==> config.mk <==
export PLATFORM = sky130hd
export DESIGN_NAME = disk_switch_decoder
export DESIGN_NICKNAME = d
export VERILOG_FILES = /design/src/rtl/dsk_pkg.sv /design/src/rtl/dsk_switch_decode.sv /design/src/rtl/dsk_drive_flags.sv /design/src/rtl/dsk_stream_fsm.sv /design/src/rtl/disk_switch_decoder.sv
export SDC_FILE = /design/constraint.sdc
export NUM_CORES = 1
export LEC_CHECK = 0
export BUFFER_PORTS_ARGS = -buffer_cell sky130_fd_sc_hd__clkbuf_2
export CAP_MARGIN = 20
export CORE_ASPECT_RATIO = 0.6
export CORE_UTILIZATION = 35
export DETAILED_ROUTE_END_ITERATION = 7
export GPL_TIMING_DRIVEN = 0
export PLACE_DENSITY = 0.55
export SLEW_MARGIN = 20
export SYNTH_ARGS = -nofsm -noshare
export SYNTH_HDL_FRONTEND = slang
export SYNTH_SLANG_ARGS = --single-unit
export TNS_END_PERCENT = 50
==> constraint.sdc <==
create_clock -name clk -period 3.1 [get_ports clk]
set_clock_uncertainty 0.1 [all_clocks]
set_input_delay 0.62 -clock clk [delete_from_list [all_inputs] [get_ports clk]]
set_output_delay 0.62 -clock clk [all_outputs]
set_load 0.02 [all_outputs]
==> src/rtl/dsk_pkg.sv <==
package dsk_pkg;

    localparam int NUM_DRIVES = 2;
    localparam int PHASE_W    = 4;

    typedef enum logic [3:0] {
        OP_NONE,
        OP_PHASE,
        OP_MOTOR_OFF,
        OP_MOTOR_ON,
        OP_SEL_A,
        OP_SEL_B,
        OP_STROBE,
        OP_LATCH,
        OP_MODE_RD,
        OP_MODE_WR
    } dsk_op_e;

    typedef enum logic [1:0] {
        ST_IDLE,
        ST_ACCESS,
        ST_COMPLETE
    } dsk_state_e;

    typedef enum logic [1:0] {
        XF_FETCH,
        XF_STORE,
        XF_BLANK
    } dsk_xfer_e;

    typedef struct packed {
        dsk_op_e    op;
        logic [1:0] phase_sel;
        logic       phase_on;
    } dsk_cmd_t;

endpackage

==> src/rtl/dsk_switch_decode.sv <==
module dsk_switch_decode
    import dsk_pkg::*;
#(
    parameter int                ADDR_W = 16,
    parameter logic [ADDR_W-1:0] BASE   = 16'hC0E0
) (
    input  logic [ADDR_W-1:0] cpu_addr,
    input  logic              cpu_strobe,
    input  logic              accept,
    output dsk_cmd_t          cmd
);
    localparam int                WIN_BITS = 5;
    localparam logic [ADDR_W-1:0] WIN_MASK = {ADDR_W{1'b1}} << WIN_BITS;

    logic       hit;
    logic [3:0] nib;

    assign nib = cpu_addr[3:0];
    assign hit = cpu_strobe && accept && ((cpu_addr & WIN_MASK) == (BASE & WIN_MASK));

    always_comb begin
        cmd.op        = OP_NONE;
        cmd.phase_sel = nib[2:1];
        cmd.phase_on  = nib[0];
        if (hit) begin
            if (!nib[3]) begin
                cmd.op = OP_PHASE;
            end else begin
                unique case (nib[2:0])
                    3'd0: cmd.op = OP_MOTOR_OFF;
                    3'd1: cmd.op = OP_MOTOR_ON;
                    3'd2: cmd.op = OP_SEL_A;
                    3'd3: cmd.op = OP_SEL_B;
                    3'd4: cmd.op = OP_STROBE;
                    3'd5: cmd.op = OP_LATCH;
                    3'd6: cmd.op = OP_MODE_RD;
                    3'd7: cmd.op = OP_MODE_WR;
                endcase
            end
        end
    end

endmodule

==> src/rtl/dsk_drive_flags.sv <==
module dsk_drive_flags
    import dsk_pkg::*;
#(
    parameter int DATA_W = 8
) (
    input  logic                  clk,
    input  logic                  rst_n,
    input  dsk_cmd_t              cmd,
    input  logic [DATA_W-1:0]     cpu_wdata,
    input  logic [NUM_DRIVES-1:0] wp_sense,
    output logic                  sel,
    output logic [NUM_DRIVES-1:0] online,
    output logic [NUM_DRIVES-1:0] mode_wr,
    output logic [NUM_DRIVES-1:0] wp,
    output logic [DATA_W-1:0]     latch,
    output logic [PHASE_W-1:0]    phase
);

    for (genvar g = 0; g < NUM_DRIVES; g++) begin : g_drive
        always_ff @(posedge clk) begin
            if (!rst_n) begin
                online[g]  <= 1'b0;
                mode_wr[g] <= 1'b0;
                wp[g]      <= 1'b1;
            end else begin
                wp[g] <= wp_sense[g];
                if (sel == 1'(g)) begin
                    case (cmd.op)
                        OP_MOTOR_OFF: online[g]  <= 1'b0;
                        OP_MOTOR_ON:  online[g]  <= 1'b1;
                        OP_MODE_RD:   mode_wr[g] <= 1'b0;
                        OP_MODE_WR:   mode_wr[g] <= 1'b1;
                        default: ;
                    endcase
                end
            end
        end
    end

    always_ff @(posedge clk) begin
        if (!rst_n) begin
            sel   <= 1'b0;
            latch <= '0;
            phase <= '0;
        end else begin
            case (cmd.op)
                OP_SEL_A: sel <= 1'b0;
                OP_SEL_B: sel <= 1'b1;
                OP_LATCH: if (mode_wr[sel]) latch <= cpu_wdata;
                OP_PHASE: phase <= cmd.phase_on ? (PHASE_W'(1) << cmd.phase_sel) : '0;
                default: ;
            endcase
        end
    end

    AST_PHASE_ONEHOT: assert property (@(posedge clk) disable iff (!rst_n)
        $onehot0(phase));
    AST_SEL_HOLD: assert property (@(posedge clk) disable iff (!rst_n)
        (cmd.op != OP_SEL_A && cmd.op != OP_SEL_B) |=> $stable(sel));
    AST_LATCH_READ_HOLD: assert property (@(posedge clk) disable iff (!rst_n)
        (cmd.op == OP_LATCH && !mode_wr[sel]) |=> $stable(latch));

endmodule

==> src/rtl/dsk_stream_fsm.sv <==
module dsk_stream_fsm
    import dsk_pkg::*;
#(
    parameter int DATA_W    = 8,
    parameter int TRACK_LEN = 6656,
    localparam int POS_W    = (TRACK_LEN > 1) ? $clog2(TRACK_LEN) : 1
) (
    input  logic                  clk,
    input  logic                  rst_n,
    input  logic                  go,
    input  logic                  sel,
    input  logic [NUM_DRIVES-1:0] mode_wr,
    input  logic [NUM_DRIVES-1:0] wp,
    input  logic [NUM_DRIVES-1:0] media,
    input  logic [DATA_W-1:0]     latch,
    input  logic [DATA_W-1:0]     tb_rdata,
    output logic                  idle,
    output logic [POS_W:0]        tb_addr,
    output logic                  tb_we,
    output logic [DATA_W-1:0]     tb_wdata,
    output logic [DATA_W-1:0]     cpu_rdata
);
    localparam logic [POS_W-1:0] LAST = POS_W'(TRACK_LEN - 1);

    dsk_state_e       state_q, state_d;
    dsk_xfer_e        kind_q, kind_d;
    logic             xfer_drv;
    logic [POS_W-1:0] pos_q [NUM_DRIVES];
    logic [POS_W-1:0] pos_cur;
    logic             act_drv;

    always_comb begin
        if (!media[sel])
            kind_d = XF_BLANK;
        else if (mode_wr[sel] && !wp[sel])
            kind_d = XF_STORE;
        else
            kind_d = XF_FETCH;
    end

    always_comb begin
        unique case (state_q)
            ST_IDLE:     state_d = go ? ST_ACCESS : ST_IDLE;
            ST_ACCESS:   state_d = ST_COMPLETE;
            ST_COMPLETE: state_d = ST_IDLE;
            default:     state_d = ST_IDLE;
        endcase
    end

    always_ff @(posedge clk) begin
        if (!rst_n) state_q <= ST_IDLE;
        else        state_q <= state_d;
    end

    always_ff @(posedge clk) begin
        if (!rst_n) begin
            xfer_drv  <= 1'b0;
            kind_q    <= XF_FETCH;
            cpu_rdata <= '0;
            for (int i = 0; i < NUM_DRIVES; i++) pos_q[i] <= '0;
        end else begin
            if (state_q == ST_IDLE && go) begin
                xfer_drv <= sel;
                kind_q   <= kind_d;
            end
            if (state_q == ST_COMPLETE) begin
                cpu_rdata       <= (kind_q == XF_FETCH) ? tb_rdata : '0;
                pos_q[xfer_drv] <= (pos_q[xfer_drv] == LAST) ? '0 : pos_q[xfer_drv] + 1'b1;
            end
        end
    end

    always_comb begin
        idle     = (state_q == ST_IDLE);
        act_drv  = idle ? sel : xfer_drv;
        tb_addr  = {act_drv, pos_q[act_drv]};
        tb_we    = (state_q == ST_ACCESS) && (kind_q == XF_STORE);
        tb_wdata = latch;
        pos_cur  = pos_q[xfer_drv];
    end

    AST_POS_STEP: assert property (@(posedge clk) disable iff (!rst_n)
        (state_q == ST_COMPLETE && pos_cur != LAST) |=> pos_cur == POS_W'($past(pos_cur) + 1'b1));
    AST_POS_WRAP: assert property (@(posedge clk) disable iff (!rst_n)
        (state_q == ST_COMPLETE && pos_cur == LAST) |=> pos_cur == '0);
    AST_STORE_ZERO: assert property (@(posedge clk) disable iff (!rst_n)
        (state_q == ST_COMPLETE && kind_q == XF_STORE) |=> cpu_rdata == '0);
    AST_WE_GUARD: assert property (@(posedge clk) disable iff (!rst_n)
        tb_we |-> $past(media[sel] && mode_wr[sel] && !wp[sel]));
    AST_IDLE_HOLD: assert property (@(posedge clk) disable iff (!rst_n)
        (idle && !go) |=> $stable(cpu_rdata));

endmodule

==> src/rtl/disk_switch_decoder.sv <==
module disk_switch_decoder
    import dsk_pkg::*;
#(
    parameter int                ADDR_W    = 16,
    parameter logic [ADDR_W-1:0] BASE      = 16'hC0E0,
    parameter int                DATA_W    = 8,
    parameter int                TRACK_LEN = 6656,
    localparam int               POS_W     = (TRACK_LEN > 1) ? $clog2(TRACK_LEN) : 1
) (
    input  logic              clk,
    input  logic              rst_n,
    input  logic [ADDR_W-1:0] cpu_addr,
    input  logic              cpu_strobe,
    input  logic [DATA_W-1:0] cpu_wdata,
    output logic [DATA_W-1:0] cpu_rdata,
    input  logic [1:0]        wp_sense,
    input  logic [1:0]        media_present,
    output logic [POS_W:0]    tb_addr,
    output logic              tb_we,
    output logic [DATA_W-1:0] tb_wdata,
    input  logic [DATA_W-1:0] tb_rdata,
    output logic [3:0]        phase,
    output logic [1:0]        motor_on
);
    dsk_cmd_t                cmd;
    logic                    idle;
    logic                    sel;
    logic [NUM_DRIVES-1:0]   mode_wr;
    logic [NUM_DRIVES-1:0]   wp;
    logic [DATA_W-1:0]       latch;

    dsk_switch_decode #(.ADDR_W(ADDR_W), .BASE(BASE)) u_decode (
        .cpu_addr   (cpu_addr),
        .cpu_strobe (cpu_strobe),
        .accept     (idle),
        .cmd        (cmd)
    );

    dsk_drive_flags #(.DATA_W(DATA_W)) u_flags (
        .clk       (clk),
        .rst_n     (rst_n),
        .cmd       (cmd),
        .cpu_wdata (cpu_wdata),
        .wp_sense  (wp_sense),
        .sel       (sel),
        .online    (motor_on),
        .mode_wr   (mode_wr),
        .wp        (wp),
        .latch     (latch),
        .phase     (phase)
    );

    dsk_stream_fsm #(.DATA_W(DATA_W), .TRACK_LEN(TRACK_LEN)) u_stream (
        .clk       (clk),
        .rst_n     (rst_n),
        .go        (cmd.op == OP_STROBE),
        .sel       (sel),
        .mode_wr   (mode_wr),
        .wp        (wp),
        .media     (media_present),
        .latch     (latch),
        .tb_rdata  (tb_rdata),
        .idle      (idle),
        .tb_addr   (tb_addr),
        .tb_we     (tb_we),
        .tb_wdata  (tb_wdata),
        .cpu_rdata (cpu_rdata)
    );

    AST_BUSY_DROP: assert property (@(posedge clk) disable iff (!rst_n)
        (!idle && cpu_strobe) |=> ($stable(phase) && $stable(motor_on)));
    AST_WE_NOT_IDLE: assert property (@(posedge clk) disable iff (!rst_n)
        idle |-> !tb_we);

endmodule

## After elaboration in Yosys (flattened, before gate mapping)

Memories as Yosys holds them, arrays and structs flattened. A register that Yosys moved wholly into a read port is not among the register bits.
Index checks and enable logic that the tools add are counted.

- Output and inout bits: 37
- Memories: 2
- Bits of input ports: 39
- Bits in writable memories: 26
- Bits in latches: 0
- ROM bits: 32
- Register bits: 32
- Word-level logic and storage cells: 78

Memory list:

| memory | depth | width | rd ports | clocked after Yosys merged registers in | write ports | RTL line | text |
|---|---|---|---|---|---|---|---|
| (no name shown) | 8 | 4 | 1 | 0 | 0 | dsk_switch_decode.sv:29 | `unique case (nib[2:0])` |
| u_stream.pos_q | 2 | 13 | 2 | 1 | 2 | dsk_stream_fsm.sv:28 | `logic [POS_W-1:0] pos_q [NUM_DRIVES];` |

- Eq/ne operators: 14
- Add/sub/neg operators: 1
- Order comparisons: 1
- Multipliers: 0
- Reductions and logical operators: 17
- Mux-type cells: 28
- Div/mod/pow operators: 0
- Bitwise operators: 1
- Shift-type cells: 1

Operators by type and width:

| operator | count |
|---|---|
| 13-bit two-way mux | 2 |
| 1-bit two-way mux | 17 |
| 4-bit by 3-bit == test with 1-bit output, second input constant | 4 |
| 13-bit by 1-bit adder with 13-bit output, second input constant | 1 |
| 13-bit == test, second input constant | 1 |
| 13-bit OR reduction | 1 |
| 4-bit two-way mux | 3 |
| 11-bit == test, second input constant | 1 |
| 2-bit AND reduction | 5 |
| 4-bit by 2-bit == test with 1-bit output, second input constant | 2 |
| 4-bit == test, second input constant | 2 |
| 8-bit two-way mux | 1 |
| 1-bit case mux with 2 select lines | 3 |
| 2-bit nonzero test | 3 |
| 1-bit logical AND | 5 |
| 2-bit by 1-bit == test with 1-bit output, second input constant | 2 |
| 4-bit by 1-bit == test with 1-bit output, second input constant | 1 |
| 2-bit zero test | 2 |
| 2-bit case mux with 2 select lines | 1 |
| 1-bit by 2-bit left shift with 4-bit output, first input constant | 1 |
| 2-bit == test, second input constant | 1 |
| 1-bit by 2-bit < comparator with 1-bit output, second input constant | 1 |
| 2-bit two-way mux | 1 |
| 1-bit zero test | 1 |
| 1-bit NOT | 1 |

## Depth between registers and ports, before layout

Gate-level depths: netlist of run 1.

- Depth after elaboration: 8
- Mapped depth: 9
- Gate-level depth less buffers: 6

## Cells and area by module

From an unflattened synthesis of run 1, not the netlist that was laid out.

- Cells, all modules: 315
- Area, all modules: 3316.9 um^2

Modules (own cells, without submodules):

| module | seq. area each (um^2) | cells each | times used | area an instance (um^2) |
|---|---|---|---|---|
| dsk_stream_fsm | 1061.0 | 213 | 1 | 2377.3 |
| dsk_drive_flags | 380.4 | 84 | 1 | 783.3 |
| dsk_switch_decode | 0.0 | 17 | 1 | 143.9 |
| disk_switch_decoder | 0.0 | 1 | 1 | 12.5 |

## Worst setup path before layout of run 1

OpenSTA, ideal clock, no wires.

- Kind: reg2reg
- From: register (tool-made name)
- To: memory u_stream.pos_q[0][9] (netlist name) (data pin)
- Stages on the path, launching flop included: 10
- Arrival: 2.299 ns
- Required time: 2.731 ns
- Path buffers: 3
- Library setup time: 0.269 ns
- Period minus slack after synthesis: 2.668 ns
- Setup slack: 0.432 ns
- Cells stage by stage: dfxtp_1 > buf_6 > buf_2 > buf_1 > mux2_2 > ha_1 > nand4b_1 > a21o_1 > o31ai_4 > nor3_1

RTL lines:

| element | RTL line |
|---|---|
| end, declared | dsk_stream_fsm.sv:28 |

## Worst setup path in the final report of run 1

- From: register u_stream.state_q[0]
- To: output port tb_addr[10]

- Longest elaborated chain between the ends: 3

RTL lines:

| element | RTL line | text |
|---|---|---|
| start, declared | dsk_stream_fsm.sv:25 | `dsk_state_e state_q, state_d;` |
| start signal, assigned | dsk_stream_fsm.sv:52 | `else state_q <= state_d;` |
| 2-bit zero test | dsk_stream_fsm.sv:74 | `idle = (state_q == ST_IDLE);` |
| 1-bit two-way mux | dsk_stream_fsm.sv:75 | `act_drv = idle ? sel : xfer_drv;` |
| memory 2 x 13 bit | -- |  |
| end, declared | disk_switch_decoder.sv:18 | `output logic [POS_W:0] tb_addr,` |

Every way passes these cells.

==> flow_summary_export.csv, run 1 <==
group,metric,value,unit
cells_and_area,finalNetCount,421,
synthesis,synth_fa_ha_area_share,2.004,%
global_routing,grt_usage,17.92,%
synthesis,yosysMostFrequentCell,"nand2_1",
critical_path,cp_max_fo,10,
critical_path,crit_arrival,2210,ps
timing,worst_pin_slew,881.2,ps
place,gp_congestion,0.7738,
synthesis,synth_top_area_share,25.01,%
synthesis,ys_async_sr_fraction,0,%
power,powerDensity,478.3,mW/mm²
synthesis,ys_ff_latch,59,
drt,wire_per_inst,15.47,µm
drt,ant_nets,0,
synthesis,syn_area_per_cell,10.62,µm²
clock_network,cts.sinks,59,
timing,final.period_utilization,94.65,%
synthesis,synth_xor_area_share,0.8417,%
floorplan,initial_core_util,36.35,%
cells_and_area,fin_util,45.67,%
clock_network,cts-root-buf,"clkbuf_16",
floorplan,dieArea,0.009314,mm²
synthesis,synth-simple-area-share,21.60,%
floorplan,core-area,0.008588,mm²
drt,drt_first_pass_iters,5,
cells_and_area,antenna_cells,0,
synthesis,synth_top_family_by_area,"simple AND/OR/NAND/NOR gates",
clock_network,path_clk_slew,50,ps
timing,final_max_slew_viol_count,0,
power,p_leak,0.001683,µW
drt,via_per_inst,5.176,
global_routing,grt_overflow,0,
critical_path,rr_worst_depth,8,
timing,fmax,340.8,MHz
clock_network,clk_latency,330,ps
floorplan,rows,26,
synthesis,ys_seq_area_share,46.17,%
timing,final-setup-viol-count,0,
clock_network,htreeDepth,3,
min_path,min-delay-start,"u_flags.latch[3]",
critical_path,r2r_end,"u_stream.pos_q[0][9]",
synthesis,synth_cells,294,
synthesis,synthDistinctLibCells,51,
place,dp_hpwl,5674,µm
clock_network,cts-buffers-inserted,9,
min_path,whs_path_depth,2,
drt,dr.first_iter.drc_count,200,
synthesis,synth_compound_area_share,10.38,%
critical_path,rrSetupSlack,220,ps
timing,rsz0062_at_grt,"false",
synthesis,syn-num-nets,338,
critical_path,crit_type,"flop to output pin",
drt,num_vias,2557,
synthesis,synth_mux_area_share,15.83,%
status,outcome,"finished clean",
global_routing,grt_pass1_wl,12160,µm
clock_network,cts_tree,"done",
synthesis,yosys-top-cells-area,"edfxtp_1 25%, dfxtp_1 21%, mux2i_1 8.0%, mux2_2 6.9%, nand2_1 4.1%",
drt,wl,7643,µm
place,port-buffer-count,73,
drt,drc,0,
synthesis,syn_area,0.003122,mm²
timing,report.final.hold_viol_count,0,
synthesis,synth_edf_count,26,
timing,period_needed,2934,ps
global_routing,antenna_found_initial,0,
clock_network,clk_path_buf_depth,2,
synthesis,yosys_warnings,0,
power,ir_drop,0.0002669,V
min_path,hold_path_end,"u_flags.latch[3]",
timing,whs,361.5,ps
floorplan,die_x,123.9,µm
timing,slew_headroom,40.80,%
min_path,min-delay-path-class,"flop to flop",
run,maxCapViolations,0,
cells_and_area,final_layout_size_suffix_gt1_share,31.94,%
critical_path,required,2380,ps
critical_path,end_kind,"output pin",
synthesis,synth_top_cell_by_area,"edfxtp_1",
global_routing,grt_max_degree,20,
global_routing,first_global_vias,2366,
critical_path,start_kind,"flop",
timing,fin_setup_tns,0,ps
synthesis,dominantRegCellSynth,"dfxtp_1",
synthesis,synthTopCellsByCount,"34 x nand2_1, 33 x dfxtp_1, 26 x edfxtp_1, 25 x mux2i_1",
floorplan,die-height,75.16,µm
floorplan,ios,76,
cells_and_area,area_delta_synth_final,25.65,%
==> metrics by stage <==
stage / cell area (µm²) / setup slack [ps] / power, µW / cells
floorplan: 3122 / 431.7 / 910.6 / 294
global placement: 3627 / -187.8 / 959.1 / 479
detailed placement: 3627 / -160.3 / 960.9 / 479
CTS: 3920 / 11.86 / 1905 / 494
global route: 3923 / 8.397 / 1952 / 494
finish: 3923 / 165.9 / 1876 / 494
==> kinds of logic (layout without fill, tap and decap cells) <==
kind of cell | Yosys count | in the layout
XOR/XNOR | 3 | 3
adder cells (fa/ha/maj) | 5 | 5
AO/OA/AOI/OAI | 38 | 38
buffers and inverters | 22 | 110
AND/OR/NAND/NOR | 121 | 121
multiplexers | 46 | 46
flip-flops | 59 | 59
==> sequential cells by signal, summed over array words and instances (netlist names), 4 cells and up, named ones only <==
| signal | flops |
|---|---|
| u_flags.latch | 8 |
| u_stream.pos_q | 26 |
| u_stream.cpu_rdata | 8 |
| u_flags.phase | 4 |
==> final cells by class <==
cell class,count,area (µm²)
flip-flops and latches,59,1441
inverters,7,26.28
well taps,112,140.1
clock buffers,14,274.0
plain buffers,14,68.82
repair buffers,73,365.4
clock inverters,2,10.01
fillers,849,4666
multi-input cells,213,1597
==> cell usage in the layout, fill, tap and decap left out, types with 3 or more instances in the layout <==
cell type and n:
nor2b_1 9, nand4_1 7, nand2_1 34, a21oi_1 5, and4_1 4, xor2_1 3, nor2_1 18, nand2b_1 4
inv_1 7, clkbuf_8 3, nor3_1 10, mux2i_1 24, nand4b_1 5, a22oi_1 9, a22o_1 3, clkbuf_2 73
nor4bb_1 5, nor3b_1 3, buf_2 4, o21ai_0 3, dfxtp_1 33, mux2_2 19, clkbuf_1 10, clkbuf_16 9
nand3_1 8, ha_1 5, edfxtp_1 26
==> layer usage <==
metal	global-route usage (%)	routed length (µm)
met4	5.952	67
met3	6.364	598
met5	0	0
met2	23.33	2873
met1	26.75	4103
==> power by group <==
| group | switching [µW] | total [µW] | internal, µW |
|---|---|---|---|
| clock network | 329 | 931 | 603 |
| logic | 62.9 | 109 | 45.9 |
| registers | 10.8 | 836 | 825 |
==> critical path, cell delays in order, from the launching register on <==
cell and delay, ps:
dfxtp_1 380, nor2_2 250, mux2i_4 390, buf_2 320
mux2_2 380, clkbuf_2 160
==> worst max path at each step <==
stage / cells after the start / slack (ps) / from / endpoint
global placement: 9 / -190 / flop / u_stream.pos_q[0][9]
global route: 5 / 8 / u_stream.state_q[0] / tb_addr[10]
floorplan: 9 / 430 / flop / u_stream.pos_q[0][9]
CTS: 5 / 10 / u_stream.state_q[0] / tb_addr[10]
finish: 5 / 170 / u_stream.state_q[0] / tb_addr[10]
detailed placement: 9 / -160 / flop / u_stream.pos_q[0][9]
==> what timing repair did <==
item,CTS,global route
hold buffers,0,0
hold endpoints to repair,0,0
endpoints found under the setup margin,23,9
buffers inserted,0,0
gates resized for setup,2,1
(Power assumes the default switching activity.)
==> run 2: changes to the inputs <==
--- a/config.mk
+++ b/config.mk
@@ -9,10 +9,12 @@
 export CAP_MARGIN = 20
 export CORE_ASPECT_RATIO = 0.6
 export CORE_UTILIZATION = 35
+export CTS_BUF_LIST = sky130_fd_sc_hd__clkbuf_8
 export DETAILED_ROUTE_END_ITERATION = 7
 export GPL_TIMING_DRIVEN = 0
 export PLACE_DENSITY = 0.55
-export SLEW_MARGIN = 20
+export SETUP_SLACK_MARGIN = 0.02
+export SLEW_MARGIN = 5
 export SYNTH_ARGS = -nofsm -noshare
 export SYNTH_HDL_FRONTEND = slang
 export SYNTH_SLANG_ARGS = --single-unit
==> run 2 against run 1 <==
Clock power fell by 31%. First-iteration DRC count decreased by 6.5%. Via count down 0.27%. Global-route usage is 0.18 points lower. Combinational power hardly changed. Cell count stayed put. Setup slack is essentially flat. Non-clock buffer count stayed put. Sequential share of layout area up 0.95 points. Design area decreased by 2.5%. Register-to-register slack hardly changed.
==> flow_summary_export.csv, run 2 (same netlist as run 1, synthesis figures left out) <==
group,metric,value,unit
cells_and_area,area_delta_synth_final,22.49,%
place,port-buffer-count,73,
cells_and_area,layout_commonest_cell,"clkbuf_2",
critical_path,end_kind,"output pin",
cells_and_area,regArea,0.001441,mm²
place,gp_congestion,0.7738,
global_routing,grt_pass1_wl,12100,µm
place,placedInstanceArea,0.003627,mm²
clock_network,cts.sinks,59,
clock_network,cts_tree,"done",
global_routing,grt_usage,17.73,%
power,powerDensity,413.7,mW/mm²
power,clock_power_share,40.4,%
drt,drc,0,
critical_path,cp_max_fo,10,
floorplan,ios,76,
cells_and_area,antenna_cells,0,
clock_network,cts-root-buf,"clkbuf_8",
critical_path,critical_path.startpoint,"u_stream.state_q[0]",
cells_and_area,nFillCells,865,
global_routing,first_global_vias,2371,
global_routing,grt_max_degree,20,
cells_and_area,finalNetCount,421,
min_path,min-delay-path-class,"flop to flop",
min_path,whs_path_depth,2,
drt,wl,7613,µm
cells_and_area,fin_area,0.003824,mm²
clock_network,path_clk_slew,60,ps
min_path,hold_path_end,"u_flags.latch[3]",
critical_path,r2r_end,"u_stream.pos_q[0][9]",
cells_and_area,top_register,"u_stream.pos_q",
timing,fin_setup_tns,0,ps
drt,via_per_inst,5.162,
cells_and_area,reg_top3,"u_stream.pos_q: 26 flops, u_flags.latch: 8 flops, u_stream.cpu_rdata: 8 flops",
timing,final.period_utilization,94.64,%
floorplan,initial_core_util,36.35,%
cells_and_area,final_layout_size_suffix_gt1_share,31.94,%
floorplan,rows,26,
min_path,min-delay-start,"u_flags.latch[3]",
timing,slew_headroom,40.02,%
drt,wire_per_inst,15.41,µm
drt,dr.first_iter.drc_count,187,
drt,ant_nets,0,
floorplan,die-height,75.16,µm
drt,drt_first_pass_iters,5,
timing,fmax,340.8,MHz
clock_network,htreeDepth,3,
run,maxCapViolations,0,
power,comb_power_share,6.9,%
cells_and_area,largest_reg_flops,26,
timing,final-setup-viol-count,0,
critical_path,rr_worst_depth,8,
global_routing,antenna_found_initial,0,
floorplan,dieArea,0.009314,mm²
timing,worst_pin_slew,892.9,ps
power,ir_drop,0.0002016,V
drt,num_vias,2550,
floorplan,core-area,0.008588,mm²
clock_network,clk_path_buf_depth,2,
critical_path,crit_arrival,2210,ps
status,outcome,"finished clean",
cells_and_area,multi_input_area,0.001597,mm²
critical_path,crit_type,"flop to output pin",
critical_path,start_kind,"flop",
timing,report.final.hold_viol_count,0,
clock_network,clk_latency,340,ps
clock_network,cts-buffers-inserted,9,
critical_path,required,2380,ps
critical_path,rrSetupSlack,220,ps
timing,final_max_slew_viol_count,0,
power,power_switching_share,23.12,%
place,dp_hpwl,5674,µm
power,p_leak,0.001647,µW
cells_and_area,mostFrequentLayoutCells,"73 x clkbuf_2, 34 x nand2_1, 33 x dfxtp_1",
global_routing,grt_overflow,0,
power,seqPwrFrac,52.7,%
floorplan,die_x,123.9,µm
power,internal_power,1216,µW
timing,period_needed,2934,ps
timing,rsz0062_at_grt,"false",
clock_network,post_cts_buffers,0,
power,switching_power,365.8,µW
[run 2: cell types whose count changed in the layout (fill, tap and decap cells not counted)]
cell       delta
inv_1         +2
clkbuf_1      -2
buf_2         -1
clkbuf_4      +1
clkbuf_8      +9
clkbuf_16     -9
[run 2: cell type report]
cell class / instances / share of cell area (%)
multi-input combinational: 213 / 41.75
sequential: 59 / 37.70
timing repair buffer: 73 / 9.555
clock buffer: 12 / 4.319
tap: 112 / 3.665
buffer: 14 / 1.865
inverter: 7 / 0.6872
clock inverter: 4 / 0.4581
[run 2: metrics by stage]
step                      cells  utilization [%]  setup slack (ps)  hold slack [ps]  total power [µW]
after floorplan             294                -             431.7            345.7             910.6
after global placement      479            42.23            -187.8            344.4             959.1
after detailed placement    479            42.23            -160.3            358.5             960.9
after CTS                   494            44.49             87.88            346.7              1608
after global routing        494            44.52             26.31            353.0              1656
final                       494            44.52             166.1            362.9              1582
[run 2: power groups by stage]
stage               combinational [µW]  clock [µW]  sequential, µW
finish                             109         639             834
floorplan                         64.0           0             847
global route                       124         697             836
global placement                   109           0             850
detailed placement                 110           0             851
CTS                                110         664             834
[run 2: layer usage]
metal	vias up	routed length (µm)	global-route usage (%)
met5	-	0	0
met4	0	60	6.085
met3	7	642	5.909
met2	84	2871	23.15
met1	1193	4039	26.61
li1	1266	-	-
[run 2: repair_timing]
action                                 4_1_cts  5_1_grt
hold buffers                                 0        0
endpoints found under the hold margin        0        0
setup endpoints to repair                   24        9
resized for setup                            3        1
[run 2: worst max path at each step]
stage	to	slack, ps	cells past startpoint
3_5_place_dp	u_stream.pos_q[0][9]	-160	9
5_1_grt	tb_addr[10]	30	5
6_report	tb_addr[10]	170	5
4_1_cts	tb_addr[10]	90	5
3_3_place_gp	u_stream.pos_q[0][9]	-190	9
2_1_floorplan	u_stream.pos_q[0][9]	430	9
[run 2: critical path: stages (launching register included)]
cell	delay, ps
dfxtp_1	390
nor2_2	260
mux2i_4	390
clkbuf_4	300
mux2_2	370
clkbuf_2	160
